===== config.mk =====
export PLATFORM = sky130hd
export DESIGN_NAME = spr_page_dma
export DESIGN_NICKNAME = d
export VERILOG_FILES = /design/src/rtl/spd_pkg.sv /design/src/rtl/spd_ctrl.sv /design/src/rtl/spd_index.sv /design/src/rtl/spd_mux.sv /design/src/rtl/spr_page_dma.sv
export SDC_FILE = /design/constraint.sdc
export NUM_CORES = 1
export LEC_CHECK = 0
export ABC_AREA = 1
export BUFFER_PORTS_ARGS = -buffer_cell sky130_fd_sc_hd__buf_2
export CAP_MARGIN = 0
export CELL_PAD_IN_SITES_DETAIL_PLACEMENT = 1
export CELL_PAD_IN_SITES_GLOBAL_PLACEMENT = 1
export CORE_MARGIN = 2
export CORE_UTILIZATION = 31
export CTS_BUF_LIST = sky130_fd_sc_hd__clkbuf_16
export CTS_CLUSTER_SIZE = 10
export DETAILED_ROUTE_END_ITERATION = 8
export PLACE_DENSITY = 0.9
export RECOVER_POWER = 100
export SKIP_CTS_REPAIR_TIMING = 1
export SYNTH_ARGS = -nofsm -noshare
export SYNTH_HDL_FRONTEND = slang
export SYNTH_SLANG_ARGS = --single-unit

===== constraint.sdc =====
create_clock -name clk -period 2.15 [get_ports clk]
set_clock_uncertainty 0.1 [all_clocks]
set_input_delay 0.43 -clock clk [delete_from_list [all_inputs] [get_ports clk]]
set_output_delay 0.43 -clock clk [all_outputs]
set_load 0.02 [all_outputs]

===== src/rtl/spd_pkg.sv =====
package spd_pkg;
    typedef enum logic [1:0] {
        ST_IDLE  = 2'd0,
        ST_ARMED = 2'd1,
        ST_RD    = 2'd2,
        ST_WR    = 2'd3
    } spd_state_e;

    localparam logic [15:0] DEF_TRIG_ADDR = 16'h4014;
    localparam logic [15:0] DEF_PORT_ADDR = 16'h2004;

    function automatic logic owns_bus(spd_state_e s);
        return (s == ST_RD) || (s == ST_WR);
    endfunction
endpackage


===== src/rtl/spd_ctrl.sv =====
module spd_ctrl
    import spd_pkg::*;
#(
    parameter int ADDR_W = 16,
    parameter int DATA_W = 8,
    parameter int PAGE_W = 8,
    parameter logic [ADDR_W-1:0] TRIG_ADDR = ADDR_W'(DEF_TRIG_ADDR)
) (
    input  logic              clk,
    input  logic              rst,
    input  logic [ADDR_W-1:0] cpu_addr,
    input  logic [DATA_W-1:0] cpu_dout,
    input  logic              cpu_rw,
    input  logic              last,
    output spd_state_e        state,
    output logic [PAGE_W-1:0] page,
    output logic              rdy,
    output logic              grant,
    output logic              step
);
    logic trig_wr;

    assign trig_wr = !cpu_rw && (cpu_addr == TRIG_ADDR);
    assign grant   = owns_bus(state);
    assign rdy     = (state == ST_IDLE) && !trig_wr;
    assign step    = (state == ST_WR);

    always_ff @(posedge clk) begin
        if (rst) begin
            state <= ST_IDLE;
            page  <= '0;
        end else begin
            case (state)
                ST_IDLE: begin
                    if (trig_wr) begin
                        state <= ST_ARMED;
                        page  <= PAGE_W'(cpu_dout);
                    end
                end
                ST_ARMED: begin
                    if (cpu_rw) begin
                        state <= ST_RD;
                    end else if (trig_wr) begin
                        page <= PAGE_W'(cpu_dout);
                    end
                end
                ST_RD:   state <= ST_WR;
                default: state <= last ? ST_IDLE : ST_RD;
            endcase
        end
    end
endmodule


===== src/rtl/spd_index.sv =====
module spd_index #(
    parameter int IDX_W = 8
) (
    input  logic             clk,
    input  logic             rst,
    input  logic             step,
    output logic [IDX_W-1:0] idx,
    output logic             last
);
    assign last = (idx == {IDX_W{1'b1}});

    always_ff @(posedge clk) begin
        if (rst) begin
            idx <= '0;
        end else if (step) begin
            idx <= idx + 1'b1;
        end
    end
endmodule


===== src/rtl/spd_mux.sv =====
module spd_mux
    import spd_pkg::*;
#(
    parameter int ADDR_W = 16,
    parameter int DATA_W = 8,
    parameter int IDX_W  = 8,
    parameter int PAGE_W = 8,
    parameter logic [ADDR_W-1:0] PORT_ADDR = ADDR_W'(DEF_PORT_ADDR)
) (
    input  logic              clk,
    input  logic              rst,
    input  spd_state_e        state,
    input  logic [PAGE_W-1:0] page,
    input  logic [IDX_W-1:0]  idx,
    input  logic [DATA_W-1:0] bus_din,
    output logic [ADDR_W-1:0] dma_addr,
    output logic              dma_wr,
    output logic [DATA_W-1:0] dma_dout
);
    logic [DATA_W-1:0] hold;

    always_ff @(posedge clk) begin
        if (rst) begin
            hold <= '0;
        end else if (state == ST_RD) begin
            hold <= bus_din;
        end
    end

    always_comb begin
        dma_addr = '0;
        dma_wr   = 1'b0;
        dma_dout = '0;
        case (state)
            ST_RD: dma_addr = {page, idx};
            ST_WR: begin
                dma_addr = PORT_ADDR;
                dma_wr   = 1'b1;
                dma_dout = hold;
            end
            default: ;
        endcase
    end
endmodule


===== src/rtl/spr_page_dma.sv =====
module spr_page_dma
    import spd_pkg::*;
#(
    parameter int ADDR_W = 16,
    parameter int DATA_W = 8,
    parameter int IDX_W  = 8,
    parameter logic [ADDR_W-1:0] TRIG_ADDR = ADDR_W'(DEF_TRIG_ADDR),
    parameter logic [ADDR_W-1:0] PORT_ADDR = ADDR_W'(DEF_PORT_ADDR)
) (
    input  logic              clk,
    input  logic              rst,
    input  logic [ADDR_W-1:0] cpu_addr,
    input  logic [DATA_W-1:0] cpu_dout,
    input  logic              cpu_rw,
    input  logic [DATA_W-1:0] bus_din,
    output logic              rdy,
    output logic              bus_grant,
    output logic [ADDR_W-1:0] dma_addr,
    output logic              dma_wr,
    output logic [DATA_W-1:0] dma_dout
);
    localparam int PAGE_W = ADDR_W - IDX_W;

    spd_state_e        state;
    logic [PAGE_W-1:0] page;
    logic [IDX_W-1:0]  idx;
    logic              last;
    logic              step;

    spd_ctrl #(
        .ADDR_W(ADDR_W), .DATA_W(DATA_W), .PAGE_W(PAGE_W), .TRIG_ADDR(TRIG_ADDR)
    ) u_ctrl (
        .clk(clk), .rst(rst), .cpu_addr(cpu_addr), .cpu_dout(cpu_dout),
        .cpu_rw(cpu_rw), .last(last), .state(state), .page(page),
        .rdy(rdy), .grant(bus_grant), .step(step)
    );

    spd_index #(.IDX_W(IDX_W)) u_idx (
        .clk(clk), .rst(rst), .step(step), .idx(idx), .last(last)
    );

    spd_mux #(
        .ADDR_W(ADDR_W), .DATA_W(DATA_W), .IDX_W(IDX_W), .PAGE_W(PAGE_W),
        .PORT_ADDR(PORT_ADDR)
    ) u_mux (
        .clk(clk), .rst(rst), .state(state), .page(page), .idx(idx),
        .bus_din(bus_din), .dma_addr(dma_addr), .dma_wr(dma_wr),
        .dma_dout(dma_dout)
    );
endmodule


==> out/summary.txt <==
Status: finished clean
Crit path max-delay family: buffers and inverters
Slew @ Worst Pin: 0.681 ns
CTS buffer count: 3
Buffers on Ports: 61
Yosys reg bits: 26
Crit Path Category: reg2out
WL/cell: 11.5 um
Critical path's largest stage delay: 0.41 ns
Die Y: 71.6 um
Most common cell after layout, fill and taps aside: nand2_1
Final net count: 331
Syn-to-layout area delta: 29.8%
Routed Antenna Nets: 0
Final setup viols: 0
# fillers: 631
Syn_nets: 267
Drt drc: 0
Row cnt: 24
Drt first pass iters: 3
Fin cells: 341
Bufs and invs on worst path: 3
Syn Area/Cell: 6.27 um2
Async set or reset register ratio after synthesis: 0%
First DRT Iteration DRCs: 49
Post-synth EDFFs: 0
I/O pins: 62
Max FO, Critical Path: 9
DIE AREA: 5130 um2
Total negative slack: 0 ns
Initial Utilization: 32.3%
Mapped Cells: 226
WL final: 3930 um
Most used flip-flop cell after synthesis: dfxtp_1
Slew HR: 54.6%
Total track usage: 15.8%
Detailed-route via count: 1528
Vias per cell: 4.48
Synth cell types: 21
RSZ-0062 raised after global routing: false
Worst vdd ir: 0.284 mV
Dpl cells: 337
F_max: 0.492 GHz
Yosys warns: 0
HPWL Detailed: 3120 um
Clock buffer depth: 2
Worst hold path class: in2reg
Pwr Density: 735 nW/um2
Top cells by area, synth: dfxtp_1 (37%), nand2_1 (16%), nor2_1 (13%)
Core area: 4380 um2
Arr. time, crit path: 1.50 ns
RePlAce Congestion: 0.759
Largest net degree at the start of global routing: 17
CTS Root Cell: clkbuf_16
Initial antenna violation count: 0
Clk Latency, worst-skew pair: 0.26 ns
Die X: 71.6 um
CTS tree: built
Seq/Total Area, Yosys: 36.7%
Fin crit period: 2.03 ns
Area share of the largest cell type after synthesis: 36.7%
Hold Fails Final Rpt: 0
Pins Over Slew Limit: 0
Cell chain of the critical path: ha_2, buf_4, nand2_1, inv_1, clkbuf_1
Reg clk slew, reported paths: 0.06 ns
Static Leak: 1.11 nW
Vias in the first global route: 1541
Hold Slack: 0.288 ns
First-pass GRT wire length: 6620 um
Most frequent cells in the layout: nand2_1 (60), nor2_1 (48), inv_1 (44), buf_2 (35), dfxtp_1 (26)
CTS H-tree depth: 1
Worst path required time: 1.62 ns
Clock sinks: 26
Synth area leader: dfxtp_1
Tcrit/Tclk final: 94.6%
Worst Setup Start Kind: flop
ANT cells: 0
Post-Syn Area: 1420 um2
Maxcap violations: 0
Total gr overflow: 0
Slowest cell on the critical path: dfxtp_1
CP endpoint kind: primary output
Ratio of cells with drive above 1 in the final layout: 22.1%
==> registers in the layout, indices dropped and copies added, names as in the netlist <==
| signal | flops |
|---|---|
| u_mux.hold | 8 |
| u_ctrl.state | 2 |
| u_ctrl.page | 8 |
| u_idx.idx | 8 |
==> Yosys cell counts (2+ instances only) <==
cell type,instances
a21oi_1,7
ha_1,6
nand2_1,60
nor3_1,2
dfxtp_1,26
clkbuf_1,4
inv_1,44
o21ai_0,14
nand3_1,4
nor2_1,48
==> logic make-up (layout without fill, tap and decap cells) <==
group / after synthesis / count (layout) / synth area share [%]
and+or+nand+nor: 120 / 120 / 35.0
buffers and inverters: 51 / 114 / 14.7
DFF: 26 / 26 / 36.7
AOI/OAI and AO/OA: 23 / 23 / 8.30
adders and majority gates: 6 / 6 / 5.30
==> layout make-up <==
type	instances	area, um2	area share [%]
inverters	44	165	8.97
multi-input cells	149	684	37.2
well taps	52	65.1	3.54
clock inverters	1	3.75	0.204
clock buffers	3	75.1	4.08
flip-flops and latches	26	520	28.3
repair buffers	66	327	17.7
==> power by group <==
part           leakage (nW)  switching (mW)  internal (mW)
clock network        0.0385           0.167          0.249
logic                 0.862           0.216          0.126
registers             0.211          0.0444          0.550
total                  1.11           0.428          0.925
==> layer usage <==
layer	up-vias	share of wire (%)	global-route usage, %
met1	692	45	19.1
met3	4	5.4	2.25
met2	39	49	29.4
met5	-	0	0
li1	793	-	-
met4	0	0.87	3.77
==> through the flow <==
stage	power (mW)	instance area, um2	utilization, %	worst slack (ns)
floorplan	0.811	1420	-	0.242
global placement	0.932	1780	40.6	0.356
detailed placement	0.953	1780	40.6	0.315
CTS	1.37	1860	42.4	0.0159
global route	1.44	1840	42.0	0.0244
finish	1.35	1840	42.0	0.116
==> worst min-delay path: stages <==
cell    delay [ns]
buf_2         0.07
nor2_1        0.03
nor2_1        0.08
==> path summary, 6_finish.rpt <==
path	start	to	slack (ns)	cells past startpoint
worst min register to register	u_idx.idx[7]$_SDFFE_PP0P_	u_idx.idx[7]$_SDFFE_PP0P_	0.40	2
worst min-delay path	cpu_dout[6]	u_ctrl.page[6]$_SDFFE_PP0P_	0.29	3
worst max-delay path	u_ctrl.state[1]$_SDFFE_PP0P_	dma_dout[7]	0.12	5
worst max register to register	u_ctrl.state[1]$_SDFFE_PP0P_	u_idx.idx[7]$_SDFFE_PP0P_	0.36	8
Power figures use the tool's default switching activity.
